## config.mk

```make
export PLATFORM = sky130hd
export DESIGN_NAME = cmd_handshake_seq
export DESIGN_NICKNAME = d
export VERILOG_FILES = /design/src/rtl/hsk_pkg.sv /design/src/rtl/seq_cmd_table.sv /design/src/rtl/seq_param_store.sv /design/src/rtl/seq_phase_fsm.sv /design/src/rtl/cmd_handshake_seq.sv
export SDC_FILE = /design/constraint.sdc
export NUM_CORES = 1
export LEC_CHECK = 0
export BUFFER_PORTS_ARGS = -buffer_cell sky130_fd_sc_hd__buf_2
export CORE_ASPECT_RATIO = 1.5
export CORE_MARGIN = 3
export CORE_UTILIZATION = 40
export DETAILED_ROUTE_END_ITERATION = 10
export GPL_TIMING_DRIVEN = 0
export SYNTH_ARGS = -nofsm -noshare
export SYNTH_HDL_FRONTEND = slang
export SYNTH_SLANG_ARGS = --single-unit
```

## constraint.sdc

```tcl
create_clock -name clk -period 2.03 [get_ports clk]
set_input_delay 0 -clock clk [delete_from_list [all_inputs] [get_ports clk]]
set_output_delay 0 -clock clk [all_outputs]
set_load 0.005 [all_outputs]
```

## src/rtl/hsk_pkg.sv

```systemverilog
package hsk_pkg;
  typedef enum logic [2:0] {
    ST_IDLE,
    ST_ACCEPT,
    ST_PROC,
    ST_EXEC,
    ST_RESULT
  } st_e;

  localparam logic [1:0] PH_CMD  = 2'd0;
  localparam logic [1:0] PH_EXEC = 2'd1;
  localparam logic [1:0] PH_RES  = 2'd2;

  localparam logic [7:0] INVALID_STATUS = 8'h80;

  function automatic logic [1:0] phase_of(st_e s);
    case (s)
      ST_EXEC:   phase_of = PH_EXEC;
      ST_RESULT: phase_of = PH_RES;
      default:   phase_of = PH_CMD;
    endcase
  endfunction

  function automatic logic wants_byte(st_e s);
    wants_byte = (s == ST_IDLE) || (s == ST_ACCEPT);
  endfunction
endpackage

```

## src/rtl/seq_cmd_table.sv

```systemverilog
module seq_cmd_table #(
  parameter int NUM_CMD = 3,
  parameter int CW = 4,
  parameter logic [NUM_CMD*8-1:0]  OPC_LIST = {8'h06, 8'h03, 8'h08},
  parameter logic [NUM_CMD*CW-1:0] CNT_LIST = {4'd8, 4'd2, 4'd0}
) (
  input  logic [7:0]    opcode,
  output logic          hit,
  output logic [CW-1:0] count
);
  logic [NUM_CMD-1:0] match;

  genvar g;
  generate
    for (g = 0; g < NUM_CMD; g++) begin : g_cmp
      assign match[g] = (opcode == OPC_LIST[g*8 +: 8]);
    end
  endgenerate

  always_comb begin
    hit   = |match;
    count = '0;
    for (int i = 0; i < NUM_CMD; i++) begin
      if (match[i]) count = CNT_LIST[i*CW +: CW];
    end
  end
endmodule

```

## src/rtl/seq_param_store.sv

```systemverilog
module seq_param_store #(
  parameter int MAX_PARAMS = 8,
  parameter int CW = 4
) (
  input  logic                    clk,
  input  logic                    rst_n,
  input  logic                    clr,
  input  logic                    we,
  input  logic [CW-1:0]           idx,
  input  logic [7:0]              din,
  output logic [MAX_PARAMS*8-1:0] flat
);
  genvar g;
  generate
    for (g = 0; g < MAX_PARAMS; g++) begin : g_byte
      logic [7:0] b_q;
      always_ff @(posedge clk) begin
        if (!rst_n || clr)                    b_q <= '0;
        else if (we && idx == CW'(g))         b_q <= din;
      end
      assign flat[g*8 +: 8] = b_q;
    end
  endgenerate
endmodule

```

## src/rtl/seq_phase_fsm.sv

```systemverilog
module seq_phase_fsm
  import hsk_pkg::*;
#(
  parameter int CW = 4
) (
  input  logic          clk,
  input  logic          rst_n,
  input  logic          host_wr,
  input  logic [7:0]    host_wdata,
  input  logic          host_rd,
  input  logic          exec_done,
  input  logic [7:0]    exec_status,
  input  logic          tbl_hit,
  input  logic [CW-1:0] tbl_count,
  output st_e           state,
  output logic [7:0]    opcode_q,
  output logic          store_clr,
  output logic          store_we,
  output logic [CW-1:0] store_idx,
  output logic          exec_start,
  output logic [7:0]    res_byte,
  output logic          byte_taken,
  output logic          bad_cmd
);
  st_e           st_q, st_d;
  logic          first_q;
  logic [CW-1:0] need_q, cnt_q;

  assign state      = st_q;
  assign byte_taken = host_wr && wants_byte(st_q);
  assign bad_cmd    = (st_q == ST_PROC) && first_q && !tbl_hit;
  assign store_clr  = byte_taken && (st_q == ST_IDLE);
  assign store_we   = byte_taken && (st_q == ST_ACCEPT);
  assign store_idx  = cnt_q;

  always_comb begin
    st_d = st_q;
    case (st_q)
      ST_IDLE, ST_ACCEPT: if (byte_taken) st_d = ST_PROC;
      ST_PROC: begin
        if (first_q) begin
          if (!tbl_hit)               st_d = ST_RESULT;
          else if (tbl_count == '0)   st_d = ST_EXEC;
          else                        st_d = ST_ACCEPT;
        end else if (cnt_q == need_q) st_d = ST_EXEC;
        else                          st_d = ST_ACCEPT;
      end
      ST_EXEC:   if (exec_done) st_d = ST_RESULT;
      ST_RESULT: if (host_rd)   st_d = ST_IDLE;
      default:   st_d = ST_IDLE;
    endcase
  end

  always_ff @(posedge clk) begin
    if (!rst_n) begin
      st_q       <= ST_IDLE;
      first_q    <= 1'b0;
      need_q     <= '0;
      cnt_q      <= '0;
      opcode_q   <= '0;
      exec_start <= 1'b0;
      res_byte   <= '0;
    end else begin
      st_q       <= st_d;
      exec_start <= (st_q == ST_PROC) && (st_d == ST_EXEC);
      if (store_clr) begin
        opcode_q <= host_wdata;
        first_q  <= 1'b1;
        cnt_q    <= '0;
      end
      if (store_we) begin
        cnt_q   <= cnt_q + 1'b1;
        first_q <= 1'b0;
      end
      if (st_q == ST_PROC && first_q) need_q <= tbl_count;
      if (bad_cmd) res_byte <= INVALID_STATUS;
      else if (st_q == ST_EXEC && exec_done) res_byte <= exec_status;
    end
  end
endmodule

```

## src/rtl/cmd_handshake_seq.sv

```systemverilog
module cmd_handshake_seq
  import hsk_pkg::*;
#(
  parameter int MAX_PARAMS = 8,
  parameter int CW = $clog2(MAX_PARAMS + 1)
) (
  input  logic                    clk,
  input  logic                    rst_n,
  input  logic                    host_wr,
  input  logic [7:0]              host_wdata,
  input  logic                    host_rd,
  output logic [7:0]              host_rdata,
  output logic                    rqm,
  output logic                    dio,
  output logic                    busy,
  output logic [1:0]              phase,
  input  logic                    fifo_req,
  output logic                    fifo_on,
  output logic                    exec_start,
  output logic [7:0]              exec_opcode,
  output logic [MAX_PARAMS*8-1:0] exec_params,
  input  logic                    exec_done,
  input  logic [7:0]              exec_status
);
  st_e           state;
  logic          tbl_hit;
  logic [CW-1:0] tbl_count;
  logic          store_clr, store_we;
  logic [CW-1:0] store_idx;
  logic [7:0]    res_byte;
  logic          byte_taken, bad_cmd;

  seq_cmd_table #(
    .NUM_CMD (3),
    .CW      (CW),
    .OPC_LIST({8'h06, 8'h03, 8'h08}),
    .CNT_LIST({CW'(8), CW'(2), CW'(0)})
  ) u_table (
    .opcode(exec_opcode),
    .hit   (tbl_hit),
    .count (tbl_count)
  );

  seq_phase_fsm #(.CW(CW)) u_fsm (
    .clk        (clk),
    .rst_n      (rst_n),
    .host_wr    (host_wr),
    .host_wdata (host_wdata),
    .host_rd    (host_rd),
    .exec_done  (exec_done),
    .exec_status(exec_status),
    .tbl_hit    (tbl_hit),
    .tbl_count  (tbl_count),
    .state      (state),
    .opcode_q   (exec_opcode),
    .store_clr  (store_clr),
    .store_we   (store_we),
    .store_idx  (store_idx),
    .exec_start (exec_start),
    .res_byte   (res_byte),
    .byte_taken (byte_taken),
    .bad_cmd    (bad_cmd)
  );

  seq_param_store #(.MAX_PARAMS(MAX_PARAMS), .CW(CW)) u_store (
    .clk  (clk),
    .rst_n(rst_n),
    .clr  (store_clr),
    .we   (store_we),
    .idx  (store_idx),
    .din  (host_wdata),
    .flat (exec_params)
  );

  assign phase      = phase_of(state);
  assign rqm        = wants_byte(state) || (state == ST_RESULT);
  assign dio        = (state == ST_RESULT);
  assign busy       = (state != ST_IDLE);
  assign fifo_on    = fifo_req && (phase != PH_CMD);
  assign host_rdata = (state == ST_RESULT) ? res_byte : 8'h00;
endmodule

```

-- After elaboration in Yosys (flattened, before gate mapping)
Cells that the tools add are included.
- word-level logic and storage cells: 82
- output and inout port bits: 87
- input bits: 22
- register bits: 93
- reductions and logical operators: 32
- $add $sub $neg: 1
- bitwise gates (word level): 1
- equality and inequality tests: 16
- multiplexer cells: 16
- operator list (operator ; count):
    $mux 8 ; 3
    $eq 4x3->1 const B ; 4
    $logic_and 1x1->1 ; 16
    $mux 3 ; 5
    $mux 4 ; 3
    $pmux 3 s4 ; 1
    $eq 3x2->1 const B ; 3
    $eq 4x2->1 const B ; 2
    $eq 8x2->1 const B ; 1
    $eq 8x3->1 const B ; 1
    $eq 8x4->1 const B ; 1
    $logic_not 4->1 ; 2
    $mux 2 ; 3
    $reduce_bool 2->1 ; 3
    $reduce_or 2->1 ; 3
    $add 4x1->4 const B ; 1
    $eq 4x1->1 const B ; 1
    $eq 4x4->1 ; 1
    $pmux 2 s2 ; 1
    $eq 3x1->1 const B ; 1
    $eq 3x3->1 const B ; 1
    $logic_not 3->1 ; 1
    $logic_or 1x1->1 ; 3
    $reduce_bool 3->1 ; 1
    3 further kinds ; 4

-- Logic depth before layout (Yosys ltp)
- depth after elaboration: 10
- mapped depth: 7

-- Modules after synthesis
A second synthesis with hierarchy kept.
- cells, all modules: 386
- area total of the unflattened synthesis: 3892.5 um^2
- modules (own cells, without submodules) (module ; seq. area each (um^2) ; times used ; area each (um^2) ; cells an instance):
    seq_param_store ; 1281.2 ; 1 ; 2391.0 ; 223
    seq_phase_fsm ; 580.6 ; 1 ; 1287.5 ; 137
    seq_cmd_table ; 0.0 ; 1 ; 107.6 ; 12
    cmd_handshake_seq ; 0.0 ; 1 ; 106.4 ; 14

-- Worst setup path after synthesis
No wires, ideal clock.
- path kind: register to register
- start: register u_fsm.st_q[1], in the netlist u_fsm.state[1]
- end: register u_store.g_byte[2].b_q[0]
- path slack: 0.455 ns
- clock period less this slack: 1.575 ns
- library setup time: 0.132 ns
- data arrival time: 1.443 ns
- required time: 1.898 ns
- buffers on the path: 1
- cell stages (with the launch flop): 6
- path through: dfxtp_1 or3b_4 or4_1 buf_2 nand2_1 a21oi_1
- cells in the longest elaborated chain, start to end: 5
- elaborated cells on any way between the ends: 8
- ends and longest elaborated chain (item ; RTL line ; RTL):
    start, declared ; seq_phase_fsm.sv:25 ; st_e st_q, st_d;
    start signal, assigned ; seq_phase_fsm.sv:64 ; st_q <= st_d;
    $eq 3x1->1 / $logic_not 3->1 (equally long branches) ; hsk_pkg.sv:25, seq_phase_fsm.sv:33, seq_phase_fsm.sv:32 ;
    $logic_or 1x1->1 ; hsk_pkg.sv:25 ; wants_byte = (s == ST_IDLE) || (s == ST_ACCEPT);
    $logic_and 1x1->1 ; seq_phase_fsm.sv:30 ; assign byte_taken = host_wr && wants_byte(st_q);
    $logic_and 1x1->1, on equally long branches ; seq_phase_fsm.sv:33, seq_phase_fsm.sv:32 ;
    $logic_and 1x1->1 / $logic_or 1x1->1 (equally long branches) ; seq_param_store.sv:19, seq_param_store.sv:18 ;
    end signal, assigned ; seq_param_store.sv:19 ; else if (we && idx == CW'(g)) b_q <= din;
    end, declared ; seq_param_store.sv:16 ; logic [7:0] b_q;
Several ways; a longest one is shown, not always the timed one.
A chain may end at the register's enable or synchronous reset.

-- Worst setup path in the final report
- start: register u_fsm.st_q[1], in the netlist u_fsm.state[1]
- end: register u_store.g_byte[0].b_q[7]
- cells in the longest elaborated chain, start to end: 5
- elaborated cells on any way between the ends: 8
- ends and longest elaborated chain (item ; RTL line):
    $eq 3x1->1 / $logic_not 3->1 (equally long branches) ; hsk_pkg.sv:25, seq_phase_fsm.sv:33, seq_phase_fsm.sv:32
    $logic_or 1x1->1 ; hsk_pkg.sv:25
    $logic_and 1x1->1 ; seq_phase_fsm.sv:30
    $logic_and 1x1->1, on equally long branches ; seq_phase_fsm.sv:33, seq_phase_fsm.sv:32
    $logic_and 1x1->1 / $logic_or 1x1->1 (equally long branches) ; seq_param_store.sv:19, seq_param_store.sv:18
    end signal, assigned ; seq_param_store.sv:19
    end, declared ; seq_param_store.sv:16
Several ways; a longest one is shown, not always the timed one.

==> impl_results.md <==
* Die area at approximately 0.011 mm²
* DRT iter0 DRCs at about 150
* Setup Crit Path Kind: flip-flop to flip-flop
* Max_cap viols at 0
* Max-slew violations at 0
* Maximum clock frequency at 0.556 GHz
* Inst Count DP at around 640
* Syn_area_per_cell at 8.80 µm²
* Largest net degree at the start of global routing at 15
* Top-count cell post-synth: nand2_1
* # fillers at about 840
* Final Power at 4.00 mW
* Io pins at roughly 110
* Run status: complete, no violations
* Placed cell area at about 0.0044 mm²
* H-tree depth at 3
* CP Launch Type: flip-flop
* Initial antenna violation count at 0
* Non-Filler Instances at 662
* GRT overflow at 0
* Total Routing Usage GR at 18.6%
* Post-route ant nets at 0
* Lkg Pwr at ~1.9 nW
* Syn Inst Count at around 430
* Vias per cell at 4.93
* CORE AREA at about 0.009 mm²
* Cell taking the most area after synthesis: dfxtp_1
* Clock buffer depth at 2
* FF+latch count, synth at just over 90
* Arr. time, crit path at 2.06 ns
* Via Count at roughly 3300
* CTS clk-pin slew, worst paths at 0.06 ns
* Worst-path maximum fanout at 10
* Global-route wire length before repair at approximately 16 mm
* NumNets Final at 573
* Clock period minus worst slack at ~1.8 ns
* DRC at 0
* Port Buf Inserts at 100
* Clock Latency Late Sink at roughly 0.34 ns
* Layout area overhead at 29.0%
* Initial Util at a little over two fifths
* CTS Buf Count at 9
* Top cells by area, synth: dfxtp_1, nand2_1, mux2i_1
* Max VDD drop at roughly 520 µV
* Slew margin rel. at approximately 61%
* Final setup violation count at 0
* Period utilisation layout at roughly 89%
* Post-synth EDFFs at 0
* Crit end category: flip-flop
* P per Cell Area at 828 mW/mm²
* Layout cells sized above 1 at 27.2%
* Hold crit path type: primary input to flip-flop
* Routed WL at 9.71 mm
* Synthesized cell area at around 0.0037 mm²
* Vias in the first global route at a little over 3000
* Ys async rst share at 0%
* GP Congestion at around 0.82
* HPWL Detailed at around 7 mm
* Hold WS at around 0.095 ns
* Synth warn at 0
* Commonest cells post-synth: nand2_1, dfxtp_1, a21oi_1
* Syn_nets at 451
* Root buffer cell: clkbuf_16
* Post-CTS Setup Bufs at 0
* Worst EP required at 2.29 ns
* Worst Skew at slightly below 0.01 ns
* Netlist cell types at 41
* Design area at 0.00483 mm²
* DIE HEIGHT at around 120 µm
* CTS Sinks at 91
* Pre-CTS WS at 0.137 ns
* Final hold vios at 0
* Setup repair after global routing missed its margin: false
* Post-route setup slack at roughly 0.23 ns
* Tightest Pin Transition at 0.587 ns
* Final core utilization at 53.7%
* Sequential-to-total area share from yosys stat at roughly half
* Primary FF master, synth: dfxtp_1
* CTS tree: built
* Top cell type's share of synthesized area at about half
* Setup tns final at 0 ns
* Row count at 42
* Antenna diodes at 0
* DR pass1 iterations at 4
* Drt wl/cell at between 10 and 15 µm
* Die Wd at 85.0 µm
-- what timing repair did --
| item | 4_1_cts | 5_1_grt |
|---|---|---|
| gates resized for setup | 1 | 4 |
| hold endpoints to repair | 14 | 0 |
| hold buffers | 11 | 0 |
| endpoints found under the setup margin | 10 | 51 |
-- placed cells by master (no fill, tap or decap), drive strengths merged, types with 3 or more instances in the layout --
cell	n
buf	118
xnor2	4
or4	5
and2	11
a31oi	3
ha	4
nand2	107
mux2i	32
clkbuf	23
o21ai	5
a21oi	51
nor3	10
nor4	6
clkinv	3
nor2	37
dlygate4sd3	11
dfxtp	91
a21boi	3
inv	4
-- state kept, by name (all words and copies together) (netlist names) --
name and flops:
u_fsm.need_q 2, u_fsm.state 3, u_fsm.first_q 1, u_fsm.exec_start 1
u_fsm.opcode_q 8, u_fsm.res_byte 8, u_store.g_byte.b_q 64, u_fsm.store_idx 4
-- final timing paths --
check,from,end,slack (ns),cells past startpoint
max,u_fsm.state[1],u_store.g_byte[0].b_q[7],0.23,5
min reg2reg,u_fsm.res_byte[3],u_fsm.res_byte[3],0.45,2
min,host_wr,u_fsm.first_q,0.1,3
max reg2reg,u_fsm.state[1],u_store.g_byte[0].b_q[7],0.23,5
-- power by group --
| group | total [mW] | internal, mW | switching [mW] |
|---|---|---|---|
| Sequential | 1.85 | 1.82 | 0.0324 |
| Clock | 1.78 | 1.11 | 0.672 |
| Combinational | 0.363 | 0.134 | 0.228 |
-- critical path, stage by stage (launching register included) --
cell	delay, ns
dfxtp_1	0.35
or3b_4	0.45
buf_6	0.17
nor4_4	0.47
nand2_1	0.11
a21oi_1	0.17
-- metal layers --
metal	up-vias	track usage [%]	part of all wire, %
li1	1660	-	-
met1	1500	20.7	40
met2	86	32.3	52
met3	18	4.77	5.3
met4	0	8.57	2.2
met5	-	0	0
-- cell families (layout without fill, tap and decap cells) --
group | Yosys count | count (layout) | synth area share (%)
fa+ha+maj | 4 | 4 | 1.34
flops | 91 | 91 | 48.7
simple gates | 197 | 197 | 27.0
compound gates | 63 | 63 | 8.97
xor+xnor | 4 | 4 | 0.937
buf+inv | 34 | 161 | 4.45
mux | 32 | 32 | 8.56
-- final cells by class --
type / instances / area (µm²) / area share, %
Sequential cell: 91 / 1820 / 37.7
Timing Repair Buffer: 111 / 611 / 12.7
Multi-Input combinational cell: 300 / 1770 / 36.6
Buffer: 29 / 149 / 3.09
Tap cell: 110 / 138 / 2.85
Inverter: 5 / 18.8 / 0.389
Clock inverter: 4 / 73.8 / 1.53
Clock buffer: 12 / 246 / 5.11
No activity file was read; power rests on OpenSTA's default activity.
